## src/rtl/mpt_pkg.sv

```systemverilog
package mpt_pkg;
  localparam int MAX_CORES = 4;
  localparam int CID_W     = 2;
  localparam int DATA_W    = 32;
  localparam int OFS_W     = 5;   // 0x20-byte windows
  localparam int SEL_W     = 3;   // word index inside a window
  localparam int PS_W      = 8;
  localparam int PS_LSB    = 8;
  localparam int CTRL_RUN  = 0;
  localparam int CTRL_AUTO = 1;

  typedef enum logic [SEL_W-1:0] {
    SEL_RELOAD = 3'd0,
    SEL_COUNT  = 3'd1,
    SEL_CTRL   = 3'd2,
    SEL_FLAG   = 3'd3
  } reg_sel_e;

  typedef struct packed {
    logic             hit;
    logic             err;
    logic [CID_W-1:0] tgt;
  } route_t;
endpackage

```

## src/rtl/mpt_decode.sv

```systemverilog
module mpt_decode
  import mpt_pkg::*;
#(
  parameter int NUM_CORES = 2,
  parameter int ADDR_W    = 8
) (
  input  logic              req_valid,
  input  logic [CID_W-1:0]  req_core,
  input  logic [ADDR_W-1:0] req_addr,
  input  logic [3:0]        req_be,
  output route_t            route,
  output logic [SEL_W-1:0]  sel
);
  localparam int WIN_W = ADDR_W - OFS_W;

  logic [WIN_W-1:0] win;
  logic             fmt_ok;
  logic             in_range;
  int unsigned      idx;

  assign win = req_addr[ADDR_W-1:OFS_W];
  assign sel = req_addr[OFS_W-1:2];

  always_comb begin
    fmt_ok = (req_be == 4'hF) && (req_addr[1:0] == 2'b00);
    if (win == '0) idx = int'(req_core);
    else           idx = int'(win) - 1;
    in_range  = idx < NUM_CORES;
    route.tgt = CID_W'(idx);
    route.hit = req_valid && fmt_ok && in_range;
    route.err = req_valid && !(fmt_ok && in_range);
  end
endmodule

```

## src/rtl/mpt_timer.sv

```systemverilog
module mpt_timer
  import mpt_pkg::*;
(
  input  logic              clk,
  input  logic              rst,
  input  logic              wr_en,
  input  logic [SEL_W-1:0]  sel,
  input  logic [DATA_W-1:0] wdata,
  output logic [DATA_W-1:0] rdata,
  output logic              irq
);
  logic [DATA_W-1:0] reload_q, count_q;
  logic              run_q, auto_q, flag_q;
  logic [PS_W-1:0]   presc_q, ps_q;
  logic              active, tick;

  assign active = run_q && (count_q != '0);
  assign tick   = active && (ps_q == presc_q);
  assign irq    = flag_q;

  always_comb begin
    rdata = '0;
    case (sel)
      SEL_RELOAD: rdata = reload_q;
      SEL_COUNT:  rdata = count_q;
      SEL_CTRL: begin
        rdata[CTRL_RUN]               = run_q;
        rdata[CTRL_AUTO]              = auto_q;
        rdata[PS_LSB +: PS_W]         = presc_q;
      end
      SEL_FLAG:   rdata[0] = flag_q;
      default:    rdata = '0;
    endcase
  end

  always_ff @(posedge clk) begin
    if (rst) begin
      reload_q <= '0;
      count_q  <= '0;
      run_q    <= 1'b0;
      auto_q   <= 1'b0;
      flag_q   <= 1'b0;
      presc_q  <= '0;
      ps_q     <= '0;
    end else begin
      if (active) ps_q <= tick ? '0 : ps_q + 1'b1;
      if (tick) begin
        if (count_q == 32'd1) begin
          flag_q  <= 1'b1;
          count_q <= auto_q ? reload_q : '0;
        end else begin
          count_q <= count_q - 1'b1;
        end
      end
      // a bus write takes priority over the same-cycle countdown
      if (wr_en) begin
        case (sel)
          SEL_RELOAD: begin
            reload_q <= wdata;
            count_q  <= wdata;
            ps_q     <= '0;
          end
          SEL_COUNT: begin
            count_q <= wdata;
            ps_q    <= '0;
          end
          SEL_CTRL: begin
            run_q   <= wdata[CTRL_RUN];
            auto_q  <= wdata[CTRL_AUTO];
            presc_q <= wdata[PS_LSB +: PS_W];
            ps_q    <= '0;
            if (!run_q && wdata[CTRL_RUN] && wdata[CTRL_AUTO] && count_q == '0)
              count_q <= reload_q;
          end
          SEL_FLAG: if (wdata[0]) flag_q <= 1'b0;
          default: ;
        endcase
      end
    end
  end
endmodule

```

## src/rtl/mpt_resp.sv

```systemverilog
module mpt_resp
  import mpt_pkg::*;
#(
  parameter int NUM_CORES = 2
) (
  input  logic                               clk,
  input  logic                               rst,
  input  logic                               req_valid,
  input  logic                               req_write,
  input  route_t                             route,
  input  logic [NUM_CORES-1:0][DATA_W-1:0]   tmr_rdata,
  output logic                               rsp_valid,
  output logic                               rsp_err,
  output logic [DATA_W-1:0]                  rsp_rdata
);
  logic [DATA_W-1:0] pick;

  always_comb begin
    pick = '0;
    for (int i = 0; i < NUM_CORES; i++)
      if (route.hit && !req_write && route.tgt == CID_W'(i)) pick = tmr_rdata[i];
  end

  always_ff @(posedge clk) begin
    if (rst) begin
      rsp_valid <= 1'b0;
      rsp_err   <= 1'b0;
      rsp_rdata <= '0;
    end else begin
      rsp_valid <= req_valid;
      rsp_err   <= route.err;
      rsp_rdata <= pick;
    end
  end
endmodule

```

## src/rtl/mpt_banked_timers.sv

```systemverilog
module mpt_banked_timers
  import mpt_pkg::*;
#(
  parameter int NUM_CORES = 2,
  parameter int ADDR_W    = 8
) (
  input  logic                 clk,
  input  logic                 rst,
  input  logic                 req_valid,
  input  logic                 req_write,
  input  logic [CID_W-1:0]     req_core,
  input  logic [ADDR_W-1:0]    req_addr,
  input  logic [3:0]           req_be,
  input  logic [DATA_W-1:0]    req_wdata,
  output logic                 rsp_valid,
  output logic                 rsp_err,
  output logic [DATA_W-1:0]    rsp_rdata,
  output logic [NUM_CORES-1:0] irq_out
);
  localparam bit CFG_OK = (NUM_CORES >= 1) && (NUM_CORES <= MAX_CORES) &&
                          ((1 << (ADDR_W - OFS_W)) > NUM_CORES);

  generate
    if (!CFG_OK) begin : g_cfg_bad
      $error("mpt_banked_timers: NUM_CORES must be 1..4 with room for its windows");
    end
  endgenerate

  route_t                           route;
  logic [SEL_W-1:0]                 sel;
  logic [NUM_CORES-1:0]             wr_stb;
  logic [NUM_CORES-1:0][DATA_W-1:0] tmr_rdata;

  mpt_decode #(.NUM_CORES(NUM_CORES), .ADDR_W(ADDR_W)) u_decode (
    .req_valid (req_valid),
    .req_core  (req_core),
    .req_addr  (req_addr),
    .req_be    (req_be),
    .route     (route),
    .sel       (sel)
  );

  for (genvar i = 0; i < NUM_CORES; i++) begin : g_core
    assign wr_stb[i] = route.hit && req_write && (route.tgt == CID_W'(i));

    mpt_timer u_timer (
      .clk   (clk),
      .rst   (rst),
      .wr_en (wr_stb[i]),
      .sel   (sel),
      .wdata (req_wdata),
      .rdata (tmr_rdata[i]),
      .irq   (irq_out[i])
    );
  end

  mpt_resp #(.NUM_CORES(NUM_CORES)) u_resp (
    .clk       (clk),
    .rst       (rst),
    .req_valid (req_valid),
    .req_write (req_write),
    .route     (route),
    .tmr_rdata (tmr_rdata),
    .rsp_valid (rsp_valid),
    .rsp_err   (rsp_err),
    .rsp_rdata (rsp_rdata)
  );
endmodule

```

## config.mk

```make
export PLATFORM = sky130hd
export DESIGN_NAME = mpt_banked_timers
export DESIGN_NICKNAME = d
export VERILOG_FILES = /design/src/rtl/mpt_pkg.sv /design/src/rtl/mpt_decode.sv /design/src/rtl/mpt_timer.sv /design/src/rtl/mpt_resp.sv /design/src/rtl/mpt_banked_timers.sv
export SDC_FILE = /design/constraint.sdc
export NUM_CORES = 1
export LEC_CHECK = 0
export ABC_AREA = 1
export BUFFER_PORTS_ARGS = -buffer_cell sky130_fd_sc_hd__buf_2
export CAP_MARGIN = 20
export CORE_AREA = 2 2 198 200
export CTS_BUF_LIST = sky130_fd_sc_hd__clkbuf_4 sky130_fd_sc_hd__clkbuf_8
export CTS_CLUSTER_DIAMETER = 50
export DETAILED_ROUTE_END_ITERATION = 8
export DIE_AREA = 0 0 200 202
export GPL_ROUTABILITY_DRIVEN = 1
export SLEW_MARGIN = 20
export SYNTH_ARGS = -nofsm -noshare
export SYNTH_HDL_FRONTEND = slang
export SYNTH_SLANG_ARGS = --single-unit
export TNS_END_PERCENT = 10
```

## constraint.sdc

```tcl
create_clock -name clk -period 3.8 [get_ports clk]
set_clock_uncertainty 0.1 [all_clocks]
set_input_delay 0.38 -clock clk [delete_from_list [all_inputs] [get_ports clk]]
set_output_delay 0.38 -clock clk [all_outputs]
set_load 0.02 [all_outputs]
```

==> results.py, run 1 <==
metrics = {
    "min_path": {
        "hold_class": "in2reg",
        "min_path_cells": 3,
        "hold_start": "req_valid",
        "hold_end": "u_resp.rsp_valid",
    },
    "timing": {
        "rsz0062_at_grt": "no",
        "finalSetupTns_ps": 0,
        "finalSetupViolations": 0,
        "drv_slew": 0,
        "min_period_ps": 2858,
        "period_share_pct": 75.22,
        "setup_slack_ps": 941.6,
        "max_freq_mhz": 349.8,
        "hold_viol": 0,
        "worst_pin_slew_ps": 944.1,
        "slew_headroom_pct": 36.59,
    },
    "floorplanning": {
        "rows": 72,
        "core_area_sq_um": 38290,
        "design.die.area_sq_um": 40400,
        "ios": 86,
        "die_w_microns": 200,
        "die_h_microns": 202,
        "start_util_pct": 34.60,
    },
    "grt": {
        "gr-total-overflow": 0,
        "track_usage_pct": 25.73,
        "grt_max_degree": 66,
        "grt_pass1_wl_microns": 79980,
        "grt_pass1_vias": 13800,
        "antenna_found_initial": 0,
    },
    "cells_and_area": {
        "ff_latch_area_sq_um": 4004,
        "final_nets": 2323,
        "final_common_cell": "nand2_1",
        "fill_cells": 4225,
        "multi_input_area_sq_um": 7884,
        "drive_above_1_share_pct": 8.047,
        "syn2layout_area_growth_pct": 9.087,
        "final_cell_mix": "nand2_1, nor2_1, inv_1",
        "n_antenna_cell": 0,
    },
    "clock_network": {
        "clockBufferDepth": 2,
        "clock_tree.root_cell": "clkbuf_8",
        "clkSinkCount": 200,
        "post_cts_buffers": 0,
        "cts_tree": "built",
        "clk_latency_ps": 520,
        "path_clk_slew_ps": 130,
        "cts-htree-levels": 4,
        "cts_hold_buf": 0,
        "cts_resized": 0,
        "numCtsBuffers": 17,
    },
    "detailed_routing": {
        "drc": 0,
        "route.met2.wl_microns": 22750,
        "drt_pass1_iterations": 5,
        "met1_length_microns": 22900,
        "wl_met3_microns": 4498,
        "wl_microns": 51660,
        "wl_per_cell_microns": 18.50,
        "postRouteAntennaNets": 0,
        "viasPerCell": 5.362,
        "vias": 14970,
        "highest_layer": "met4",
        "drt-initial-drc-count": 1352,
    },
    "logic_synthesis": {
        "synth_seq_cells": 200,
        "synthesis.instances": 2244,
        "synth_edf_count": 0,
        "synth_area_sq_um": 13250,
        "yosysSeqAreaShare_pct": 30.23,
        "synth_fp_nets": 2305,
        "synthArstFlopShare_pct": 0,
        "synth.distinct_cells": 40,
        "synth-main-ff-cell": "dfxtp_1",
        "synth.avg_cell_area_sq_um": 5.903,
        "yosys_warnings": 0,
    },
    "power_and_ir_drop": {
        "p_int_w": 0.002823,
        "pwr-share-clk_pct": 39.6,
        "power_frac_seq_pct": 53.6,
        "power_density_nw_per_um2": 270.9,
        "p_leak_nw": 7.454,
        "p_comb_share_pct": 6.9,
        "p_switching_w": 0.001093,
        "switching_share_pct": 27.91,
        "max-vdd-ir-drop_v": 0.0002166,
        "p_total_w": 0.003915,
    },
    "placement": {
        "dpl.hpwl_microns": 37400,
        "io_buffers": 85,
        "place_ws_ps": 782.0,
        "gp_congestion": 0.9684,
    },
    "setup_path": {
        "crit_chain": "nor2_2 > nand2_1 > nor2_4 > nand3_1 > nor2_2 > buf_4 > inv_2 > nand2_1 > nand3_1 > o21ai_1 > nand2_1 > nand2_1 > a21oi_1",
        "path_delay_family": "simple AND/OR/NAND/NOR gates",
        "cp.required_ps": 4120,
        "critPathBufInv": 2,
        "crit_path_start_kind": "register",
        "max_stage_delay_ps": 470,
        "crit_type": "reg2reg",
        "r2r_slack_ps": 940,
        "crit_path_max_fanout": 14,
        "cp_data_arrival_time_ps": 3180,
        "end_kind": "register",
        "r2r_end": "g_core[1].u_timer.count_q[5]",
        "r2r_start": "g_core[1].u_timer.count_q[11]",
        "r2r_cells": 13,
        "crit_slowest_cell": "nor2_2",
        "critPathMostFrequentCell": "nand2_1",
    },
    "run_status": {
        "status": "complete, no violations",
    },
    "flow_run": {
        "drv_cap": 0,
    },
}
-- per-stage QoR --
stage          std cells  hold WS, ps  cell area, sq um  util (%)
2_1_floorplan       2244        379.9             13250         -
5_1_grt             2792        82.14             14450     37.74
3_5_place_dp        2761        412.0             14030     36.64
6_report            2792        65.53             14450     37.74
4_1_cts             2792        54.10             14450     37.74
3_3_place_gp        2761        401.9             14030     36.64
-- worst max path at each step --
stage          slack, ps                           from                             end  cells past startpoint
6_report             940  g_core[1].u_timer.count_q[11]    g_core[1].u_timer.count_q[5]                     13
5_1_grt              640  g_core[1].u_timer.count_q[23]    g_core[1].u_timer.count_q[5]                     13
4_1_cts             1030  g_core[1].u_timer.count_q[11]    g_core[1].u_timer.count_q[5]                     13
3_5_place_dp         780                    req_addr[5]   g_core[1].u_timer.reload_q[0]                     13
3_3_place_gp         850                    req_addr[5]  g_core[1].u_timer.reload_q[31]                     13
2_1_floorplan       1430                    req_addr[5]   g_core[1].u_timer.count_q[10]                     12
-- power by group through the flow --
stage | Clock (W) | Combinational [W] | Sequential (W)
3_5_place_dp | 0 | 0.000262 | 0.00214
2_1_floorplan | 0 | 0.000138 | 0.00215
4_1_cts | 0.00155 | 0.000263 | 0.00210
6_report | 0.00155 | 0.000269 | 0.00210
3_3_place_gp | 0 | 0.000261 | 0.00214
5_1_grt | 0.00163 | 0.000286 | 0.00210
-- cell families (layout without fill, tap and decap cells) --
group / Yosys count / in the layout / share of synthesized area, %
simple gates: 1211 / 1211 / 37.73
xor+xnor: 49 / 49 / 3.240
fa+ha+maj: 11 / 11 / 1.039
compound gates: 441 / 441 / 17.44
buf+inv: 332 / 362 / 10.32
flops: 200 / 200 / 30.23
-- per-layer routing --
metal / global-route usage, % / vias to the layer above
li1: - / 7227
met1: 36.11 / 6956
met2: 39.77 / 700
met3: 4.272 / 87
met4: 8.730 / 0
met5: 0 / -
-- cell usage after synthesis (2+ instances only) --
| library cell | n | area share (%) |
|---|---|---|
| a21oi_1 | 189 | 7.1 |
| and3_1 | 4 | 0.19 |
| buf_1 | 4 | 0.11 |
| buf_2 | 31 | 1.2 |
| buf_4 | 10 | 0.57 |
| buf_6 | 6 | 0.51 |
| clkbuf_1 | 66 | 1.9 |
| dfxtp_1 | 200 | 30 |
| ha_1 | 11 | 1.0 |
| inv_1 | 207 | 5.9 |
| inv_2 | 7 | 0.20 |
| nand2_1 | 726 | 21 |
| nand2_2 | 4 | 0.19 |
| nand3_1 | 152 | 5.7 |
| nand3_2 | 3 | 0.23 |
| nand3b_1 | 2 | 0.11 |
| nand4_1 | 25 | 1.2 |
| nor2_1 | 257 | 7.3 |
| nor2_2 | 6 | 0.28 |
| nor2_4 | 6 | 0.51 |
| nor3_1 | 16 | 0.60 |
| nor3b_1 | 3 | 0.17 |
| nor4_4 | 2 | 0.32 |
| o21ai_0 | 162 | 6.1 |
| o21ai_1 | 57 | 2.2 |
| o221ai_1 | 17 | 1.1 |
| o22ai_1 | 10 | 0.47 |
| or2_2 | 2 | 0.094 |
| xnor2_1 | 4 | 0.26 |
| xor2_1 | 45 | 3.0 |
-- flip-flops by register name (all words and copies together) (netlist names) --
register and count:
g_core.u_timer.run_q 2, g_core.u_timer.ps_q 16, g_core.u_timer.irq 2, g_core.u_timer.presc_q 16
g_core.u_timer.count_q 64, u_resp.rsp_valid 1, u_resp.rsp_rdata 32, g_core.u_timer.reload_q 64
u_resp.rsp_err 1, g_core.u_timer.auto_q 2
-- worst reg2reg max path, cell delays in order, from the launching register on --
cell	delay (ps)
dfxtp_1	400
nor2_2	260
nand2_1	150
nor2_4	190
nand3_1	110
nor2_2	470
buf_4	340
inv_2	190
nand2_1	140
nand3_1	80
o21ai_1	130
nand2_1	70
nand2_1	80
a21oi_1	40
-- cell type report --
type,count,area share [%]
Multi-Input combinational cell,1712,54.56
Sequential cell,200,27.71
Inverter,215,5.602
Timing Repair Buffer,116,4.728
Tap cell,518,4.485
Clock buffer,17,1.619
Clock inverter,14,1.299
Power figures use the tool's default switching activity.
==> run 2, diff against run 1 <==
clock period = 2.9 ns   (was 3.8 ns; I/O delays follow)
==> run 2 against run 1 <==
Effect of this change:
- combinational power rose by 36%
- utilization increased by 0.92 points
- register-to-register slack lost 660 ps
- setup slack lost 660 ps
- critical endpoint is now g_core[1].u_timer.ps_q[6]
- highest routed layer unchanged
==> results.py, run 2 (synthesis gave the netlist of run 1 again) <==
metrics = {
    "clock_network": {
        "clk_latency_ps": 510,
        "post_cts_buffers": 0,
        "clock_tree.root_cell": "clkbuf_8",
        "clkSinkCount": 200,
        "cts_tree": "built",
        "cts-htree-levels": 4,
        "path_clk_slew_ps": 110,
        "clockBufferDepth": 2,
        "numCtsBuffers": 17,
    },
    "setup_path": {
        "crit_chain": "nor2_1 > nand2_1 > nor2_1 > nand2_1 > o21ai_2 > inv_1 > o21ai_1 > o21ai_0 > nor2_1",
        "cp.required_ps": 3230,
        "crit_path_max_fanout": 6,
        "critPathMostFrequentCell": "nor2_1",
        "max_stage_delay_ps": 400,
        "end_kind": "register",
        "crit_path_start_kind": "register",
        "path_delay_family": "compound AO/OA/AOI/OAI gates",
        "critPathBufInv": 1,
        "crit_slowest_cell": "o21ai_2",
        "cp_data_arrival_time_ps": 2950,
        "crit_type": "reg2reg",
    },
    "placement": {
        "place_ws_ps": 203.5,
        "dpl.hpwl_microns": 38150,
        "io_buffers": 85,
        "gp_congestion": 0.9437,
    },
    "timing": {
        "slew_headroom_pct": 52.01,
        "period_share_pct": 90.45,
        "hold_viol": 0,
        "worst_pin_slew_ps": 718.8,
        "finalSetupTns_ps": 0,
        "whs_ps": 13.22,
        "drv_slew": 0,
        "max_freq_mhz": 381.2,
        "rsz0062_at_grt": "no",
        "finalSetupViolations": 0,
        "setup_slack_ps": 276.9,
        "min_period_ps": 2623,
    },
    "min_path": {
        "hold_class": "in2reg",
    },
    "grt": {
        "gr-total-overflow": 0,
        "track_usage_pct": 26.23,
        "grt_pass1_wl_microns": 81340,
        "grt_max_degree": 103,
        "grt_pass1_vias": 14120,
        "antenna_found_initial": 0,
    },
    "detailed_routing": {
        "drt-initial-drc-count": 1476,
        "viasPerCell": 5.346,
        "wl_microns": 52490,
        "drt_pass1_iterations": 5,
        "drc": 0,
        "wl_per_cell_microns": 18.59,
        "vias": 15090,
        "postRouteAntennaNets": 0,
    },
    "cells_and_area": {
        "final_common_cell": "nand2_1",
        "drive_above_1_share_pct": 8.894,
        "reg_top3": "g_core.u_timer.count_q (64), g_core.u_timer.reload_q (64), u_resp.rsp_rdata (32)",
        "final_util_pct": 38.66,
        "fill_cells": 4162,
        "final_nets": 2357,
        "syn2layout_area_growth_pct": 11.73,
        "n_antenna_cell": 0,
        "final_cell_mix": "nand2_1, nor2_1, inv_1",
    },
    "flow_run": {
        "drv_cap": 0,
    },
    "floorplanning": {
        "die_h_microns": 202,
        "start_util_pct": 34.60,
        "ios": 86,
        "design.die.area_sq_um": 40400,
        "rows": 72,
        "die_w_microns": 200,
        "core_area_sq_um": 38290,
    },
    "power_and_ir_drop": {
        "p_leak_nw": 7.647,
        "p_total_w": 0.005077,
        "max-vdd-ir-drop_v": 0.0002881,
        "power_density_nw_per_um2": 343.0,
    },
    "run_status": {
        "status": "complete, no violations",
    },
}
[run 2: cell types whose count changed in the layout (fill, tap and decap cells not counted)]
cell	delta
inv_6	-1
inv_8	-2
dlygate4sd3_1	+9
buf_12	+8
o21ai_1	+1
buf_4	+17
clkinvlp_4	-2
o21ai_0	-1
clkinv_2	+1
clkbuf_8	+1
[run 2: stage by stage]
stage	std cells	cell area, sq um
after floorplan	2244	13250
after global placement	2786	14320
after detailed placement	2786	14320
after CTS	2823	14800
after global routing	2823	14800
final	2823	14800
[run 2: path summary, 6_finish.rpt]
path / slack, ps / endpoint / depth (start not counted) / start
worst min register to register: 420 / g_core[1].u_timer.ps_q[0] / 2 / g_core[1].u_timer.ps_q[0]
worst max register to register: 280 / g_core[1].u_timer.ps_q[6] / 9 / g_core[1].u_timer.count_q[19]
worst min-delay path: 10 / g_core[1].u_timer.reload_q[29] / 3 / req_wdata[29]
worst max-delay path: 280 / g_core[1].u_timer.ps_q[6] / 9 / g_core[1].u_timer.count_q[19]
[run 2: power by group]
| group | internal (W) | switching, W |
|---|---|---|
| clock network | 0.000867 | 0.00110 |
| registers | 0.00275 | 0.000000668 |
| logic | 0.0000932 | 0.000274 |
| total | 0.00371 | 0.00137 |
[run 2: repair_timing]
action                                  4_1_cts  5_1_grt
endpoints found under the hold margin        12        0
endpoints found under the setup margin        0        1
hold buffers                                  9        0
resized for setup                             0        1
[run 2: worst register-to-register path: stages (launching register included)]
cell and delay [ps]:
dfxtp_1 370, nor2_1 200, nand2_1 100, nor2_1 190, nand2_1 220, o21ai_2 400
inv_1 200, o21ai_1 340, o21ai_0 250, nor2_1 180
[run 2: final cells by class]
type                       instances  area [sq um]  share of cell area, %
tap                              518         648.1                  4.379
clock buffer                      18         247.7                  1.674
clock inverter                    10         146.4                 0.9891
timing repair buffer             150          1061                  7.169
sequential                       200          4004                  27.05
multi-input combinational       1712          7884                  53.27
inverter                         215         809.5                  5.470
[run 2: layer usage]
metal	global-route usage [%]	part of all wire, %
met2	38.08	42
met1	37.81	45
met3	3.454	7.7
met4	12.96	5.0
met5	0	0
